===== src/rtl/fpt_pkg.sv =====
// Package: shared types and encodings for the FP/SIMD trap gate.
// Assumes privilege levels are 2-bit unsigned values 0..3.
package fpt_pkg;
    localparam int LVL_W = 2;

    localparam logic [LVL_W-1:0] LVL0 = 2'd0;
    localparam logic [LVL_W-1:0] LVL1 = 2'd1;
    localparam logic [LVL_W-1:0] LVL2 = 2'd2;
    localparam logic [LVL_W-1:0] LVL3 = 2'd3;

    typedef enum logic {
        CLS_FPSIMD = 1'b0,
        CLS_UNCAT  = 1'b1
    } trap_cls_e;
endpackage


===== src/rtl/fpt_l1_check.sv =====
// Module: level-1 enable-field check.
// Fires when the level-1 enable field forbids FP/SIMD at the current level.
// Assumes in_host already folds in every condition that bypasses level-1 control.
module fpt_l1_check
    import fpt_pkg::*;
(
    input  logic [LVL_W-1:0] cur_lvl,
    input  logic             in_host,
    input  logic [1:0]       fen,
    output logic             hit
);
    logic applies;

    // Decode the enable field when the check is in scope.
    always_comb begin
        applies = (cur_lvl == LVL0 || cur_lvl == LVL1) && !in_host;
        hit     = 1'b0;
        if (applies) begin
            if (!fen[0])
                hit = 1'b1;
            else if (!fen[1])
                hit = (cur_lvl == LVL0);
            else
                hit = 1'b0;
        end
    end
endmodule


===== src/rtl/fpt_l2_check.sv =====
// Module: level-2 check, covering both control layouts.
// With host extension and e2h set, the 2-bit field is decoded against tge;
// otherwise the single trap bit decides. Assumes lvl2_on is already qualified.
module fpt_l2_check
    import fpt_pkg::*;
(
    input  logic [LVL_W-1:0] cur_lvl,
    input  logic             lvl2_on,
    input  logic             host_ext,
    input  logic             e2h,
    input  logic             tge,
    input  logic [1:0]       fen,
    input  logic             tfp,
    output logic             hit
);
    logic host_layout;
    logic applies;

    // Pick the layout and evaluate the trap condition.
    always_comb begin
        host_layout = host_ext && e2h;
        applies     = lvl2_on && (cur_lvl != LVL3);
        hit         = 1'b0;
        if (applies) begin
            if (host_layout) begin
                if (!fen[0])
                    hit = !(cur_lvl == LVL1 && tge);
                else if (!fen[1])
                    hit = (cur_lvl == LVL0) && tge;
                else
                    hit = 1'b0;
            end else begin
                hit = tfp;
            end
        end
    end
endmodule


===== src/rtl/fpt_l3_check.sv =====
// Module: level-3 check. Fires whenever level 3 exists and its trap bit is set,
// independent of the current level.
module fpt_l3_check (
    input  logic present,
    input  logic tfp,
    output logic hit
);
    // Single gating term.
    always_comb hit = present && tfp;
endmodule


===== src/rtl/fpt_route.sv =====
// Module: priority select and result build.
// Takes the three check hits, picks the first in level order and forms level,
// class and syndrome. Assumes COND_W < SYN_W.
module fpt_route
    import fpt_pkg::*;
#(
    parameter int COND_W = 5,
    parameter int SYN_W  = 25
) (
    input  logic              l1_hit,
    input  logic              l2_hit,
    input  logic              l3_hit,
    input  logic              lvl2_on,
    input  logic              tge,
    input  logic [COND_W-1:0] cond_syn,
    output logic              valid,
    output logic [LVL_W-1:0]  lvl,
    output trap_cls_e         cls,
    output logic [SYN_W-1:0]  syn
);
    localparam int ISS_W = SYN_W - COND_W;

    logic [SYN_W-1:0] fp_syn;

    // Syndrome used for every FP/SIMD-class trap.
    always_comb fp_syn = {cond_syn, {ISS_W{1'b0}}};

    // Fixed-priority selection: level 1, then 2, then 3.
    always_comb begin
        valid = 1'b0;
        lvl   = LVL0;
        cls   = CLS_FPSIMD;
        syn   = '0;
        if (l1_hit) begin
            valid = 1'b1;
            if (lvl2_on && tge) begin
                lvl = LVL2;
                cls = CLS_UNCAT;
                syn = '0;
            end else begin
                lvl = LVL1;
                syn = fp_syn;
            end
        end else if (l2_hit) begin
            valid = 1'b1;
            lvl   = LVL2;
            syn   = fp_syn;
        end else if (l3_hit) begin
            valid = 1'b1;
            lvl   = LVL3;
            syn   = fp_syn;
        end
    end
endmodule


===== src/rtl/fpsimd_trap_gate.sv =====
// Module: top of the FP/SIMD trap gate.
// Runs the three level checks in parallel, routes by priority and optionally
// registers the result (REG_OUT=1 gives one cycle of latency).
// Assumes a synchronous active-low reset on clk.
module fpsimd_trap_gate
    import fpt_pkg::*;
#(
    parameter int COND_W  = 5,
    parameter int SYN_W   = 25,
    parameter bit REG_OUT = 1'b1
) (
    input  logic              clk,
    input  logic              rst_n,
    input  logic [1:0]        cur_lvl,
    input  logic              in_host,
    input  logic              lvl2_on,
    input  logic              host_ext,
    input  logic              e2h,
    input  logic              tge,
    input  logic [1:0]        l1_fen,
    input  logic [1:0]        l2_fen,
    input  logic              l2_tfp,
    input  logic              l3_tfp,
    input  logic              l3_present,
    input  logic [COND_W-1:0] cond_syn,
    output logic              trap_valid,
    output logic [1:0]        trap_lvl,
    output logic              trap_cls,
    output logic [SYN_W-1:0]  syndrome
);
    localparam int ISS_W = SYN_W - COND_W;

    logic             l1_hit, l2_hit, l3_hit;
    logic             nxt_valid;
    logic [LVL_W-1:0] nxt_lvl;
    trap_cls_e        nxt_cls;
    logic [SYN_W-1:0] nxt_syn;

    fpt_l1_check u_l1 (
        .cur_lvl (cur_lvl),
        .in_host (in_host),
        .fen     (l1_fen),
        .hit     (l1_hit)
    );

    fpt_l2_check u_l2 (
        .cur_lvl  (cur_lvl),
        .lvl2_on  (lvl2_on),
        .host_ext (host_ext),
        .e2h      (e2h),
        .tge      (tge),
        .fen      (l2_fen),
        .tfp      (l2_tfp),
        .hit      (l2_hit)
    );

    fpt_l3_check u_l3 (
        .present (l3_present),
        .tfp     (l3_tfp),
        .hit     (l3_hit)
    );

    fpt_route #(.COND_W(COND_W), .SYN_W(SYN_W)) u_route (
        .l1_hit   (l1_hit),
        .l2_hit   (l2_hit),
        .l3_hit   (l3_hit),
        .lvl2_on  (lvl2_on),
        .tge      (tge),
        .cond_syn (cond_syn),
        .valid    (nxt_valid),
        .lvl      (nxt_lvl),
        .cls      (nxt_cls),
        .syn      (nxt_syn)
    );

    // Check gating, next to the checks' outputs.
    AST_L1_SCOPE: assert property (@(posedge clk) disable iff (!rst_n)
        (cur_lvl > LVL1 || in_host) |-> !l1_hit);
    AST_L2_SCOPE: assert property (@(posedge clk) disable iff (!rst_n)
        (!lvl2_on || cur_lvl == LVL3) |-> !l2_hit);
    AST_L3_NEEDS_PRESENT: assert property (@(posedge clk) disable iff (!rst_n)
        l3_hit |-> l3_present);

    // Routing invariants across the check/route boundary.
    AST_L1_FIRST: assert property (@(posedge clk) disable iff (!rst_n)
        l1_hit |-> (nxt_valid && (nxt_lvl == LVL1 || nxt_cls == CLS_UNCAT)));
    AST_L3_LAST: assert property (@(posedge clk) disable iff (!rst_n)
        (nxt_valid && nxt_lvl == LVL3) |-> (!l1_hit && !l2_hit));
    AST_REROUTE_SHAPE: assert property (@(posedge clk) disable iff (!rst_n)
        (nxt_valid && nxt_cls == CLS_UNCAT) |-> (nxt_lvl == LVL2 && nxt_syn == '0));
    AST_FP_SYNDROME: assert property (@(posedge clk) disable iff (!rst_n)
        (nxt_valid && nxt_cls == CLS_FPSIMD) |->
        (nxt_syn[SYN_W-1:ISS_W] == cond_syn && nxt_syn[ISS_W-1:0] == '0));
    AST_IDLE_ZERO: assert property (@(posedge clk) disable iff (!rst_n)
        !nxt_valid |-> (nxt_lvl == LVL0 && nxt_cls == CLS_FPSIMD && nxt_syn == '0));

    generate
        if (REG_OUT) begin : g_reg
            // Capture the routed decision, cleared by reset.
            always_ff @(posedge clk) begin
                if (!rst_n) begin
                    trap_valid <= 1'b0;
                    trap_lvl   <= LVL0;
                    trap_cls   <= 1'b0;
                    syndrome   <= '0;
                end else begin
                    trap_valid <= nxt_valid;
                    trap_lvl   <= nxt_lvl;
                    trap_cls   <= nxt_cls;
                    syndrome   <= nxt_syn;
                end
            end

            AST_REG_FOLLOWS: assert property (@(posedge clk) disable iff (!rst_n)
                $past(rst_n) |-> (trap_valid == $past(nxt_valid)
                                  && trap_lvl == $past(nxt_lvl)
                                  && syndrome == $past(nxt_syn)));
        end else begin : g_comb
            // Pass the decision straight through.
            always_comb begin
                trap_valid = nxt_valid;
                trap_lvl   = nxt_lvl;
                trap_cls   = nxt_cls;
                syndrome   = nxt_syn;
            end
        end
    endgenerate
endmodule


===== config.mk =====
export PLATFORM = sky130hd
export DESIGN_NAME = fpsimd_trap_gate
export DESIGN_NICKNAME = d
export VERILOG_FILES = /design/src/rtl/fpt_pkg.sv /design/src/rtl/fpt_l1_check.sv /design/src/rtl/fpt_l2_check.sv /design/src/rtl/fpt_l3_check.sv /design/src/rtl/fpt_route.sv /design/src/rtl/fpsimd_trap_gate.sv
export SDC_FILE = /design/constraint.sdc
export NUM_CORES = 1
export LEC_CHECK = 0
export BUFFER_PORTS_ARGS = -buffer_cell sky130_fd_sc_hd__buf_2
export CELL_PAD_IN_SITES_DETAIL_PLACEMENT = 1
export CELL_PAD_IN_SITES_GLOBAL_PLACEMENT = 1
export CORE_ASPECT_RATIO = 0.8
export CORE_UTILIZATION = 22
export DETAILED_ROUTE_END_ITERATION = 10
export GPL_TIMING_DRIVEN = 0
export PLACE_DENSITY_LB_ADDON = 0.1
export SETUP_SLACK_MARGIN = 0.5
export SYNTH_ARGS = -nofsm -noshare
export SYNTH_HDL_FRONTEND = slang
export SYNTH_SLANG_ARGS = --single-unit

===== constraint.sdc =====
create_clock -name clk -period 1.4 [get_ports clk]
set_input_delay 0.21 -clock clk [delete_from_list [all_inputs] [get_ports clk]]
set_output_delay 0.21 -clock clk [all_outputs]
set_load 0.05 [all_outputs]

== Word-level counts from Yosys, hierarchy flattened ==
Cells that the tools add are included.

* Eq/ne operators: 2
* Muxes and demuxes: 19
* Reduce and logical (&&, ||, !) cells: 12

{| class="wikitable"
|+ Operators with widths
! kind !! number
|-
| 2-to-1 mux 25 bit || 4
|-
| 2-to-1 mux 1 bit || 11
|-
| 2-to-1 mux 2 bit || 4
|-
| logical AND 1 bit || 7
|-
| == test 2 x 1 -> 1 bit, second input constant || 1
|-
| zero test 1 bit || 2
|-
| zero test 2 bit || 1
|-
| != test 2 bit, second input constant || 1
|-
| AND reduction 2 bit || 1
|-
| logical OR 1 bit || 1
|}

* Flip-flop bits (word level): 29
* Input port bits: 21
* Logic and storage cells: 37

== Logic depth before layout (Yosys ltp) ==
* Depth in word-level cells: 8
* Mapped depth: 4
* Gate-level depth less buffers: 4

== Hierarchy ==
Synthesis repeated with hierarchy kept, for this count alone.

* Cell total of the unflattened synthesis: 106
* Area, all modules: 1134.8 um^2

{| class="wikitable"
|+ By module, submodules not included
! module !! times used !! cells an instance !! area each (um^2) !! seq. area each (um^2)
|-
| fpsimd_trap_gate || 1 || 61 || 822.0 || 580.6
|-
| fpt_route || 1 || 34 || 237.7 || 0.0
|-
| fpt_l2_check || 1 || 8 || 51.3 || 0.0
|-
| fpt_l1_check || 1 || 2 || 17.5 || 0.0
|-
| fpt_l3_check || 1 || 1 || 6.3 || 0.0
|}

== Worst setup path after synthesis ==
OpenSTA, ideal clock, no wires.

* Kind: in2reg
* Start point: in cur_lvl[1]
* End point: reg trap_lvl[1]
* Library setup time: 0.091 ns
* Arrival time: 1.140 ns
* Data required time: 1.309 ns
* Path slack: 0.169 ns
* Cell stages on the path: 4
* Buffers on the path: 0
* Path through: or3b_1 a211oi_2 nand2_1 a311oi_1

* Longest elaborated chain between the ends: 8

{| class="wikitable"
|+ RTL lines
! what !! RTL line !! text
|-
| start: declaration || fpsimd_trap_gate.sv:14 || <nowiki>input logic [1:0] cur_lvl,</nowiki>
|-
| == test 2 x 1 -> 1 bit or zero test 2 bit (tied branches) || -- ||
|-
| logical AND 1 bit, on equally long branches || fpt_l2_check.sv:27, fpt_l2_check.sv:29 ||
|-
| zero test 1 bit or 2-to-1 mux 1 bit (tied branches) || fpt_l2_check.sv:27, fpt_l2_check.sv:28 ||
|-
| 2-to-1 mux 1 bit || fpt_l2_check.sv:26 || <nowiki>if (!fen[0])</nowiki>
|-
| 2-to-1 mux 1 bit || fpt_l2_check.sv:25 || <nowiki>if (host_layout) begin</nowiki>
|-
| 2-to-1 mux 1 bit || fpt_l2_check.sv:24 || <nowiki>if (applies) begin</nowiki>
|-
| 2-to-1 mux 2 bit || fpt_route.sv:44 || <nowiki>end else if (l2_hit) begin</nowiki>
|-
| 2-to-1 mux 2 bit (*) || fpt_route.sv:34 || <nowiki>if (l1_hit) begin</nowiki>
|-
| end signal: assignment || fpsimd_trap_gate.sv:108 || <nowiki>trap_lvl <= nxt_lvl;</nowiki>
|-
| end: declaration || fpsimd_trap_gate.sv:27 || <nowiki>output logic [1:0] trap_lvl,</nowiki>
|}

Every way passes the cells marked *; elsewhere a longest branch is shown, timed or not.
A chain may end at the register's enable or synchronous reset.

== Final worst setup path ==
* Start point: in lvl2_on
* End point: reg trap_lvl[1]

* Longest elaborated chain between the ends: 4

{| class="wikitable"
|+ RTL lines
! what !! RTL line !! text
|-
| start: declaration || fpsimd_trap_gate.sv:16 || <nowiki>input logic lvl2_on,</nowiki>
|-
| logical AND 1 bit || fpt_l2_check.sv:22 || <nowiki>applies = lvl2_on && (cur_lvl != LVL3);</nowiki>
|-
| 2-to-1 mux 1 bit || fpt_l2_check.sv:24 ||
|-
| 2-to-1 mux 2 bit || fpt_route.sv:44 ||
|-
| 2-to-1 mux 2 bit (*) || fpt_route.sv:34 ||
|}

Marks and branches as above.

==> impl_metrics.csv <==
group,metric,value,unit
timing,timing.final.crit_period,1.15,ns
critical_path,path_buf_inv,1,
cells_and_area,multiInputGateArea,297,um^2
timing,slew_viol_final,0,
critical_path,cell_by_cell_trace_of_the_critical_path,"buf_2 -> a21boi_0 -> nand2_1 -> a311oi_2",
timing,final_worst_path_period_share,82.3,%
synthesis,yosys.area.top_type_share,34.4,%
route,iter_0_drt_violations,1,
timing,finalHoldViolations,0,
grt,number_of_global_route_vias_before_repair,507,
critical_path,worst_path_max_delay_cell,"sky130_fd_sc_hd__a21boi_0",
power_and_ir_drop,power.combinational.fraction,43.9,%
cells_and_area,diodes,0,
cells_and_area,share_of_final_layout_standard_cells_stronger_than_drive_strength_1,60.0,%
route,wl,1450,um
placed_design,post-place-cells,136,
placed_design,count_of_buffers_inserted_at_the_top_level_ports,29,
timing,timing.final.ws_setup,0.247,ns
critical_path,timing.critical_path.fanout_max,3,
timing,max-slew-margin-rel,59.8,%
placed_design,place.detailed.hpwl,1110,um
cells_and_area,flow.area_growth_from_synthesis,88.3,%
timing,timing.final.setup_violations,0,
hold_path,min-delay-path-class,"input port to flip-flop",
power_and_ir_drop,worst_ir_drop_vdd,0.000381,V
cts,cts-hold-fix-buffers,0,
power_and_ir_drop,pwr_dens,856,mW/mm^2
placed_design,pre_cts_slack,-0.228,ns
grt,grt_max_degree,8,
critical_path,critPathTopFamily,"compound AO/OA/AOI/OAI gates",
cts,worst_setup_hold_path_clk_slew,0.06,ns
route,antenna_violating_nets_post_route,0,
cells_and_area,stdcell_count,145,
power_and_ir_drop,power_frac_clock,22.8,%
floorplanning,floorplan.initialDensity,23.9,%
critical_path,category_of_the_worst_setup_path_launch_point,"input port",
cells_and_area,regArea,190,um^2
route,wire_per_inst,9.97,um
cells_and_area,final_core_util,45.0,%
critical_path,crit_required,1.57,ns
timing,worst_hold_margin,0.167,ns
placed_design,place.gp.congestion,0.637,
synthesis,yosys-top-cells-area,"sky130_fd_sc_hd__dfxtp_1 34%, sky130_fd_sc_hd__buf_4 29%, sky130_fd_sc_hd__nand2_1 5.0%",
route,top_layer_used,"met4",
synthesis,synthDistinctLibCells,19,
critical_path,worst-setup-path-type,"input port to flip-flop",
run,maxCapViolCount,0,
route,route.met2.wl,816,um
synthesis,yosysTopAreaCell,"sky130_fd_sc_hd__dfxtp_1",
route,dr_total_vias,567,
power_and_ir_drop,switching_share,38.7,%
cells_and_area,leading_cell_type_in_the_layout_fill_and_taps_excluded,"sky130_fd_sc_hd__buf_4",
grt,grt_first_pass_wirelength,2190,um
synthesis,synth-warning-count,0,
floorplanning,fp.coreArea,0.00220,mm^2
floorplanning,fp.dieH,45.7,um
route,detail_route.drc_violations,0,
cts,max-clock-path-buffers,2,
grt,grt_usage,11.0,%
synthesis,synth_cells,63,
power_and_ir_drop,total_switching_power,327,uW
run_status,status,"complete, no violations",
route,wl_met1,504,um
synthesis,mappedNetlistArea,524,um^2
floorplanning,pin_count,50,
timing,rsz0062_at_grt,"yes",
power_and_ir_drop,share_seq_of_total_power,33.2,%
floorplanning,die_width,56.6,um
timing,max_slew.worst_pin.slew,0.598,ns
grt,antenna_found_initial,0,
cells_and_area,n_fill_cell,272,
critical_path,worst_ep_arrival_time,1.32,ns
cts,numCtsBuffers,3,
synthesis,ys_seq_area_share,34.4,%
cts,tritoncts,"built",
cells_and_area,commonest_cells_after_routing_fill_and_taps_aside,"25 x sky130_fd_sc_hd__buf_4, 20 x sky130_fd_sc_hd__conb_1, 15 x sky130_fd_sc_hd__buf_2, 10 x sky130_fd_sc_hd__buf_6, 8 x sky130_fd_sc_hd__dfxtp_2",
timing,final_total_negative_setup_slack,0,ns
route,met3_length,96,um
cts,clkSinkCount,9,
cts,clock-root-buffer,"sky130_fd_sc_hd__clkbuf_4",
route,detail_route.vias_per_cell,3.91,
floorplanning,floorplan.die_area,0.00258,mm^2
power_and_ir_drop,leakage,0.000512,uW
critical_path,worst_setup_path_end_kind,"flip-flop",
grt,grt-ovfl-total,0,
timing,clock.fmax,867,MHz
critical_path,timing.critical_path.slowest_cell_delay,0.52,ns
synthesis,syn_avg_cell_area,8.32,um^2
cells_and_area,finalNetCount,142,
cts,cts_htree_levels,1,
floorplanning,fp-row-count,15,
route,detail_route.first_pass.iterations,2,
power_and_ir_drop,power.internal,518,uW
synthesis,synth-seq-cells,9,
-- worst min-delay path, delay by kind of cell --
kind	cells	cell delay [ns]
AND/OR/NAND/NOR	2	0.08
buffers and inverters	1	0.10
-- power groups by stage --
stage	logic, uW	registers [uW]	clock network (uW)
floorplan	200	331	0
global placement	311	279	0
detailed placement	313	280	0
CTS	354	280	203
global route	391	282	216
finish	371	281	193
-- synth_stat cells, drive strengths merged --
library cell / number
dfxtp: 9
nor3: 1
o21a: 1
a2111oi: 1
conb: 1
inv: 2
o21ai: 2
and4: 1
a21boi: 1
a311oi: 2
or3b: 1
a31oi: 2
nand4: 1
buf: 20
a21oi: 2
nand2: 7
and3: 1
a211oi: 1
nor2: 7
-- path summary, 6_finish.rpt --
path | startpoint | end | slack (ns) | cells after the start
setup / recovery | lvl2_on | trap_lvl[1] | 0.25 | 4
hold / removal | cond_syn[1] | syndrome[21] | 0.17 | 3
-- flip-flops by register name (all words and copies together) (netlist names) --
signal / cells
syndrome: 5
trap_valid: 1
trap_lvl: 2
trap_cls: 1
-- stage by stage --
stage / cell area (um^2) / total power [uW]
after floorplan: 608 / 531
after global placement: 785 / 589
after detailed placement: 785 / 593
after CTS: 943 / 838
after global routing: 987 / 888
final: 987 / 845
-- metal layers --
layer / track usage [%] / vias to the layer above
met5: 0 / -
met4: 5.85 / 0
met3: 0.852 / 2
met2: 21.9 / 27
met1: 12.0 / 249
li1: - / 289
-- timing repair --
item	CTS	global route
hold endpoints to repair	0	0
resized for setup	35	8
setup buffers	3	2
pin swaps	9	6
setup endpoints to repair	17	17
cloned	0	0
-- final cells by class --
cell class,instances,area share (%)
Buffer,20,15.2
Clock buffer,4,2.66
Inverter,2,0.760
Multi-Input combinational cell,51,30.0
Sequential cell,9,19.3
Tap cell,25,3.17
Timing Repair Buffer,34,28.9
-- cell families (layout without fill, tap and decap cells) --
| group | Yosys count | count (layout) | synth area share, % |
|---|---|---|---|
| AO/OA/AOI/OAI | 12 | 12 | 17.7 |
| buffers and inverters | 22 | 60 | 30.1 |
| flip-flops | 9 | 9 | 34.4 |
| other | 1 | 20 | 0.715 |
| AND/OR/NAND/NOR | 19 | 19 | 17.2 |
No activity file was read; power rests on OpenSTA's default activity.
